## src/rtl/pme_pkg.sv

```systemverilog
package pme_pkg;
   localparam int NUM_EVT   = 4;
   localparam int EVT_PME   = 0;
   localparam int EVT_BAT   = 1;
   localparam int EVT_RING  = 2;
   localparam int EVT_LINK  = 3;

   localparam int ADDR_W    = 2;
   localparam logic [ADDR_W-1:0] A_STATUS = 2'd0;
   localparam logic [ADDR_W-1:0] A_ENABLE = 2'd1;
   localparam logic [ADDR_W-1:0] A_CTRL   = 2'd2;

   typedef enum logic [2:0] {
      SL_WORK  = 3'd0,
      SL_S1    = 3'd1,
      SL_S2    = 3'd2,
      SL_S3    = 3'd3,
      SL_S4    = 3'd4,
      SL_OFF   = 3'd5,
      SL_RSV6  = 3'd6,
      SL_RSV7  = 3'd7
   } sleep_e;
endpackage

```

## src/rtl/pme_in_sense.sv

```systemverilog
module pme_in_sense #(
   parameter int SYNC_STAGES = 2,
   parameter bit EDGE_MODE   = 1'b1
) (
   input  logic clk,
   input  logic rst_n,
   input  logic pin_n,
   output logic hit
);
   logic synced_n;

   generate
      if (SYNC_STAGES == 0) begin : g_nosync
         assign synced_n = pin_n;
      end else begin : g_sync
         logic [SYNC_STAGES-1:0] chain;
         always_ff @(posedge clk or negedge rst_n) begin
            if (!rst_n) chain <= '1;
            else if (SYNC_STAGES == 1) chain <= pin_n;
            else chain <= {chain[SYNC_STAGES-2:0], pin_n} ;
         end
         assign synced_n = chain[SYNC_STAGES-1];
      end
   endgenerate

   generate
      if (EDGE_MODE) begin : g_edge
         logic prev_n;
         always_ff @(posedge clk or negedge rst_n) begin
            if (!rst_n) prev_n <= 1'b1;
            else        prev_n <= synced_n;
         end
         assign hit = prev_n & ~synced_n;


         edge_single_chk: assert property (@(posedge clk) disable iff (!rst_n)
            hit |=> !hit);
      end else begin : g_level
         assign hit = ~synced_n;
      end
   endgenerate
endmodule

```

## src/rtl/pme_w1c_bit.sv

```systemverilog
module pme_w1c_bit (
   input  logic clk,
   input  logic rst_n,
   input  logic set_i,
   input  logic clr_i,
   input  logic hold_i,
   output logic q_o
);
   logic clr_ok;
   assign clr_ok = clr_i & ~hold_i;

   always_ff @(posedge clk or negedge rst_n) begin
      if (!rst_n)      q_o <= 1'b0;
      else if (set_i)  q_o <= 1'b1;
      else if (clr_ok) q_o <= 1'b0;
   end


   set_wins_chk: assert property (@(posedge clk) disable iff (!rst_n)
      set_i |=> q_o);

   clear_takes_chk: assert property (@(posedge clk) disable iff (!rst_n)
      (clr_i && !set_i && !hold_i) |=> !q_o);

   hold_keeps_chk: assert property (@(posedge clk) disable iff (!rst_n)
      (hold_i && q_o && !set_i) |=> q_o);

   no_spurious_chk: assert property (@(posedge clk) disable iff (!rst_n)
      (!q_o && !set_i) |=> !q_o);
endmodule

```

## src/rtl/pme_router.sv

```systemverilog
module pme_router
   import pme_pkg::*;
(
   input  logic       clk,
   input  logic       rst_n,
   input  logic [2:0] sleep_i,
   input  logic       forced_i,
   input  logic       route_sci_i,
   input  logic       pending_i,
   output logic       sci_o,
   output logic       smi_o,
   output logic       wake_o
);
   sleep_e st;
   logic   working, asleep;

   always_comb begin
      st      = sleep_e'(sleep_i);
      working = 1'b0;
      asleep  = 1'b0;
      unique case (st)
         SL_WORK:                    working = 1'b1;
         SL_S1, SL_S2, SL_S3, SL_S4: asleep  = 1'b1;
         SL_OFF:                     asleep  = ~forced_i;
         default: ;
      endcase
   end

   always_comb begin
      sci_o  = pending_i & ((working & route_sci_i) | asleep);
      smi_o  = pending_i & working & ~route_sci_i;
      wake_o = pending_i & asleep;
   end


   sci_smi_excl_chk: assert property (@(posedge clk) disable iff (!rst_n)
      !(sci_o && smi_o));

   forced_off_quiet_chk: assert property (@(posedge clk) disable iff (!rst_n)
      (sleep_i == 3'd5 && forced_i) |-> !(sci_o || smi_o || wake_o));

   wake_with_sci_chk: assert property (@(posedge clk) disable iff (!rst_n)
      wake_o |-> (sci_o && !smi_o));
endmodule

```

## src/rtl/pme_stat_ctrl.sv

```systemverilog
module pme_stat_ctrl
   import pme_pkg::*;
#(
   parameter int DATA_W      = 8,
   parameter int NUM_LINKS   = 4,
   parameter int SYNC_STAGES = 2
) (
   input  logic                 clk,
   input  logic                 rst_n,
   input  logic                 wr_en,
   input  logic [ADDR_W-1:0]    wr_addr,
   input  logic [DATA_W-1:0]    wr_data,
   input  logic [ADDR_W-1:0]    rd_addr,
   output logic [DATA_W-1:0]    rd_data,
   input  logic                 pme_n,
   input  logic                 batlow_n,
   input  logic                 ring_n,
   input  logic [NUM_LINKS-1:0] link_pme_msg,
   input  logic                 gpe_assert_msg,
   input  logic                 gpe_deassert_msg,
   input  logic [2:0]           sleep_state,
   input  logic                 s5_forced,
   output logic                 sci,
   output logic                 smi,
   output logic                 wake
);
   localparam int PAD_W = DATA_W - NUM_EVT;

   generate
      if (DATA_W < NUM_EVT) begin : g_bad_w
         $error("DATA_W must hold all status bits");
      end
      if (NUM_LINKS < 1) begin : g_bad_links
         $error("NUM_LINKS must be at least 1");
      end
      if (SYNC_STAGES > 4) begin : g_bad_sync
         $error("SYNC_STAGES above 4 is not supported");
      end
   endgenerate

   logic [NUM_EVT-1:0] set_v, clr_v, hold_v, stat_q;
   logic [NUM_EVT-1:0] en_q;
   logic               route_q, gpe_hold_q, pending;
   logic               wr_stat, wr_en_reg, wr_ctrl;

   assign wr_stat   = wr_en && (wr_addr == A_STATUS);
   assign wr_en_reg = wr_en && (wr_addr == A_ENABLE);
   assign wr_ctrl   = wr_en && (wr_addr == A_CTRL);

   pme_in_sense #(.SYNC_STAGES(SYNC_STAGES), .EDGE_MODE(1'b1)) u_pme (
      .clk(clk), .rst_n(rst_n), .pin_n(pme_n), .hit(set_v[EVT_PME]));
   pme_in_sense #(.SYNC_STAGES(SYNC_STAGES), .EDGE_MODE(1'b0)) u_bat (
      .clk(clk), .rst_n(rst_n), .pin_n(batlow_n), .hit(set_v[EVT_BAT]));
   pme_in_sense #(.SYNC_STAGES(SYNC_STAGES), .EDGE_MODE(1'b1)) u_ring (
      .clk(clk), .rst_n(rst_n), .pin_n(ring_n), .hit(set_v[EVT_RING]));

   assign set_v[EVT_LINK] = (|link_pme_msg) | gpe_assert_msg;

   always_ff @(posedge clk or negedge rst_n) begin
      if (!rst_n)                gpe_hold_q <= 1'b0;
      else if (gpe_assert_msg)   gpe_hold_q <= 1'b1;
      else if (gpe_deassert_msg) gpe_hold_q <= 1'b0;
   end

   always_comb begin
      hold_v           = '0;
      hold_v[EVT_LINK] = gpe_hold_q;
      clr_v            = wr_stat ? wr_data[NUM_EVT-1:0] : '0;
   end

   generate
      for (genvar i = 0; i < NUM_EVT; i++) begin : g_stat
         pme_w1c_bit u_bit (
            .clk(clk), .rst_n(rst_n), .set_i(set_v[i]), .clr_i(clr_v[i]),
            .hold_i(hold_v[i]), .q_o(stat_q[i]));
      end
   endgenerate

   always_ff @(posedge clk or negedge rst_n) begin
      if (!rst_n) begin
         en_q    <= '0;
         route_q <= 1'b0;
      end else begin
         if (wr_en_reg) en_q    <= wr_data[NUM_EVT-1:0];
         if (wr_ctrl)   route_q <= wr_data[0];
      end
   end

   always_comb begin
      rd_data = '0;
      unique case (rd_addr)
         A_STATUS: rd_data[NUM_EVT-1:0] = stat_q;
         A_ENABLE: rd_data[NUM_EVT-1:0] = en_q;
         A_CTRL:   rd_data[0]           = route_q;
         default:  rd_data              = '0;
      endcase
   end

   assign pending = |(stat_q & en_q);

   pme_router u_route (
      .clk(clk), .rst_n(rst_n), .sleep_i(sleep_state), .forced_i(s5_forced),
      .route_sci_i(route_q), .pending_i(pending),
      .sci_o(sci), .smi_o(smi), .wake_o(wake));


   link_sets_chk: assert property (@(posedge clk) disable iff (!rst_n)
      (|link_pme_msg) |=> stat_q[EVT_LINK]);

   sci_needs_pair_chk: assert property (@(posedge clk) disable iff (!rst_n)
      sci |-> |(stat_q & en_q));

   gpe_hold_clear_chk: assert property (@(posedge clk) disable iff (!rst_n)
      (gpe_assert_msg) |=> gpe_hold_q && stat_q[EVT_LINK]);

   pad_zero_chk: assert property (@(posedge clk) disable iff (!rst_n)
      (PAD_W == 0) || (rd_data[DATA_W-1:NUM_EVT] == '0));
endmodule

```

## config.mk

```make
export PLATFORM = sky130hd
export DESIGN_NAME = pme_stat_ctrl
export DESIGN_NICKNAME = d
export VERILOG_FILES = /design/src/rtl/pme_pkg.sv /design/src/rtl/pme_in_sense.sv /design/src/rtl/pme_w1c_bit.sv /design/src/rtl/pme_router.sv /design/src/rtl/pme_stat_ctrl.sv
export SDC_FILE = /design/constraint.sdc
export NUM_CORES = 1
export LEC_CHECK = 0
export ABC_CLOCK_PERIOD_IN_PS = 1200
export BUFFER_PORTS_ARGS = -buffer_cell sky130_fd_sc_hd__buf_2
export CAP_MARGIN = 25
export CORE_UTILIZATION = 42
export DETAILED_ROUTE_END_ITERATION = 8
export PLACE_DENSITY = 0.79
export SLEW_MARGIN = 30
export SYNTH_ARGS = -nofsm -noshare
export SYNTH_HDL_FRONTEND = slang
export SYNTH_SLANG_ARGS = --single-unit
```

## constraint.sdc

```tcl
create_clock -name clk -period 1.2 [get_ports clk]
set_input_delay 0 -clock clk [delete_from_list [all_inputs] [get_ports clk]]
set_output_delay 0 -clock clk [all_outputs]
set_load 0.005 [all_outputs]
```

==> results.txt <==
The total number of H-tree levels was 1; the area of the core was 1750 um2. The tools report the count of antenna-violating nets left after detailed routing as 0. The logs give 15 for the number of standard-cell rows in the floorplan and 2070 um2 for the area of the die. Combinational family with the most area after synthesis: simple AND/OR/NAND/NOR gates. The reg-to-reg endpoint was en_q[2]. The synthesized netlist occupies a cell area of 793 um2. Number of enable flip-flop cells after synthesis: 0. Count of port buffers added during placement: 30.

The critical path starts at en_q[2]. The flow ran to the end, but the final reports show violations. The HPWL after detailed placement was 1.09 mm. The number of cells traversed by the worst register-to-register path came out at 3.

The total congestion overflow after global routing is 0. In the final design database the tool counted 142 nets. The insertion delay of the later-clocked pin in the worst-skew pair was 0.29 ns. The tools report the kind of capture point of the worst setup path as a primary output. Data on the critical path arrives at its endpoint at 1.44 ns. In this run the critical register-to-register path is launched from en_q[2]. The overall fraction of global-route tracks in use came out at 17.1%. The cell at the root of the clock tree was clkbuf_4. The number of global-route vias before repair came out at 610. Timing analysis after detailed placement gives a worst setup slack of 0.0232 ns.

The number of pins exceeding their max-slew limit in the final report is 0. For this run, design rule violations remaining after detail routing come to 0. For the initial antenna violation count, the log shows 0. The worst-path maximum fanout works out to 2.

The number of distinct library cells after synthesis is 23, and the wire length of the first global-routing pass is 2.37 mm. Between clock sinks in the finished design, the worst skew comes to 0.00520 ns. The final worst-path cycle share was 120%; the area of all placed cells without fillers was 1150 um2.

The Yosys step of the flow raised 0 warnings. After clock tree synthesis, the repair step resized 0 gates. The run gives 0.694 GHz as the timing-limited maximum frequency.

The run gives 895 uV as the peak supply drop. The synthesized netlist devotes 13.6% of its cell area to simple gates. The number of clock buffers added by TritonCTS is 3. Dividing the detail-routed via count by the number of cells gives 4.66. The minimum setup slack in the final design is -0.241 ns, and the post-layout minimum cycle time is 1.44 ns. No sink is reached through more buffers than the 2 on the longest clock path.

From synthesis to final layout, the design area changed by 45.1%. The via count is 643, and the post-synthesis register bit count is 18. After detailed routing, the total wire length is 1.49 mm.

For this design the ratio of total power to cell area is 1160 nW/um2. The fraction of registers with async set/reset came out at 100%. The run gives 119 as the total instance count after detailed placement.

The setup-violating endpoint count in the final report is 4. In this run the static leakage power is 0.000556 uW. The final hold slack is 0.0118 ns. The count of cells in the finished layout, fillers not included, comes to 138. From left edge to right edge, the die measures 45.5 um. The tools report the final antenna diode count as 0. After filler insertion, the fill cell instance count of the layout stands at 150.

For this design the top-level I/O count stands at 39. The effective utilization at floorplan is 45.4%, and the number of hold-slack violations in the final timing report is 0. The checks that failed: setup timing. The tools report the register area share after synthesis as 58.0%. The height of the chip is 45.5 um. The pre-antenna-repair detailed-routing pass consisted of 2 iterations. The critical path class was register to primary output. The worst setup path is launched from a register. For the area of placed instances, the log shows 975 um2. TritonCTS built the clock tree. The arithmetic-cell share of the synthesized area counting full adders, half adders and majority gates is 0%, and the ratio of cells with drive above 1 in the final layout is 50.4%. Dividing the detail-routed wire length by the instance count gives 10.8 um.

For this run, the leading register cell type out of synthesis is dfrtp_1. The worst hold path begins at link_pme_msg[1]. Setup repair after global routing could not meet its margin everywhere. The run gives 0.20 ns as the worst reg-to-reg setup slack. The tool flagged a number of max-cap violations equal to 0.

Post-synthesis compound-gate area fraction: 10.1%. At the worst endpoint, the required time is 1.20 ns. The tools report the initial detailed-routing violation count as 4. The worst hold path belongs to the class primary input to register. Each instance of the synthesized netlist takes up on average 12.6 um2. The placer's final routability congestion estimate is 0.685, and the sink count of the clock tree is 18. Of the total synthesized cell area, the portion taken by XOR and XNOR cells is 0%. In the synthesized netlist, the number of instances is 63.

Entering global routing, the biggest net connects 19 pins. Following the worst setup path forward leads to its endpoint at sci. CTS clock-pin slew for the worst setup and hold paths: 0.09 ns. Of the post-synthesis cell area, the part taken by muxes is 12.1%.
-- critical path: stages (launching register included) --
cell and delay, ns:
dfrtp_1 0.39, a22o_1 0.24, a221oi_2 0.20, and3b_1 0.21
buf_2 0.12
-- worst min path at each step --
stage	end	slack (ns)	cells after the start
final	g_stat[3].u_bit.q_o	0.01	3
after global routing	g_stat[3].u_bit.q_o	0.02	3
after CTS	g_stat[3].u_bit.q_o	-0.006	3
after detailed placement	en_q[0]	-0.06	1
after global placement	gpe_hold_q	-0.06	1
after floorplan	en_q[0]	-0.30	0
-- cells in the mapped netlist (2+ instances only) --
library cell   n  share of area (%)
nand3b_1       4                3.8
mux2_2         5                7.1
nand2_1        4                1.9
nor2_1         4                1.9
mux2i_1        4                5.0
dfrtp_1       10                 32
a22o_1         3                3.3
buf_4          4                3.8
a21o_1         2                1.9
inv_1          3                1.4
dfstp_2        8                 26
-- sequential cells by signal, indices dropped and copies added, names as in the netlist --
| register | flops |
|---|---|
| en_q | 4 |
| g_stat.u_bit.q_o | 4 |
| u_bat.g_sync.chain | 2 |
| u_pme.g_sync.chain | 2 |
| u_ring.g_sync.chain | 2 |
| gpe_hold_q | 1 |
| route_q | 1 |
| u_pme.g_edge.prev_n | 1 |
| u_ring.g_edge.prev_n | 1 |
-- timing repair --
item / 4_1_cts / 5_1_grt
endpoints found under the setup margin: 3 / 3
hold buffers: 11 / 0
buffers inserted: 2 / 2
hold endpoints to repair: 29 / 0
pin swaps: 2 / 0
-- cell families after synthesis --
| family | Yosys count |
|---|---|
| flops | 18 |
| buf+inv | 8 |
| other cells | 1 |
| mux | 9 |
| compound gates | 9 |
| simple gates | 18 |
-- routing by layer --
layer	vias up	part of all wire, %	global-route usage (%)
li1	314	-	-
met1	293	40	18.1
met2	32	50	29.4
met3	4	6.9	3.57
met4	0	2.6	12.7
met5	-	0	0
-- cell usage in the layout (no fill, tap or decap), types with 4 or more instances in the layout --
cell,n
nand2_1,4
mux2_2,5
nor2_1,4
mux2i_1,4
nand3b_1,4
conb_1,4
dfrtp_1,10
dlygate4sd3_1,11
buf_4,7
buf_2,30
dfstp_2,8
-- metrics by stage --
step | setup TNS [ns] | util, % | total power [uW]
2_1_floorplan | 0 | - | 834
3_3_place_gp | 0 | 55.8 | 924
3_5_place_dp | 0 | 55.8 | 936
4_1_cts | -0.710 | 65.1 | 1340
5_1_grt | -0.988 | 65.9 | 1420
6_report | -0.704 | 65.9 | 1340
-- report_power, final --
| part | internal, uW | leakage, uW | switching [uW] |
|---|---|---|---|
| combinational | 172 | 0.000344 | 99.9 |
| sequential | 673 | 0.000191 | 38.4 |
| clock | 185 | 0.0000210 | 173 |
| total | 1030 | 0.000556 | 311 |
-- area by class of cell --
cell class,instances,area (um2),share of cell area (%)
Clock buffer,4,36.3,3.15
Sequential cell,18,460,40.0
Multi-Input combinational cell,40,299,26.0
Timing Repair Buffer,48,313,27.2
Tap cell,25,31.3,2.72
Inverter,3,11.3,0.978
Power figures use the tool's default switching activity.
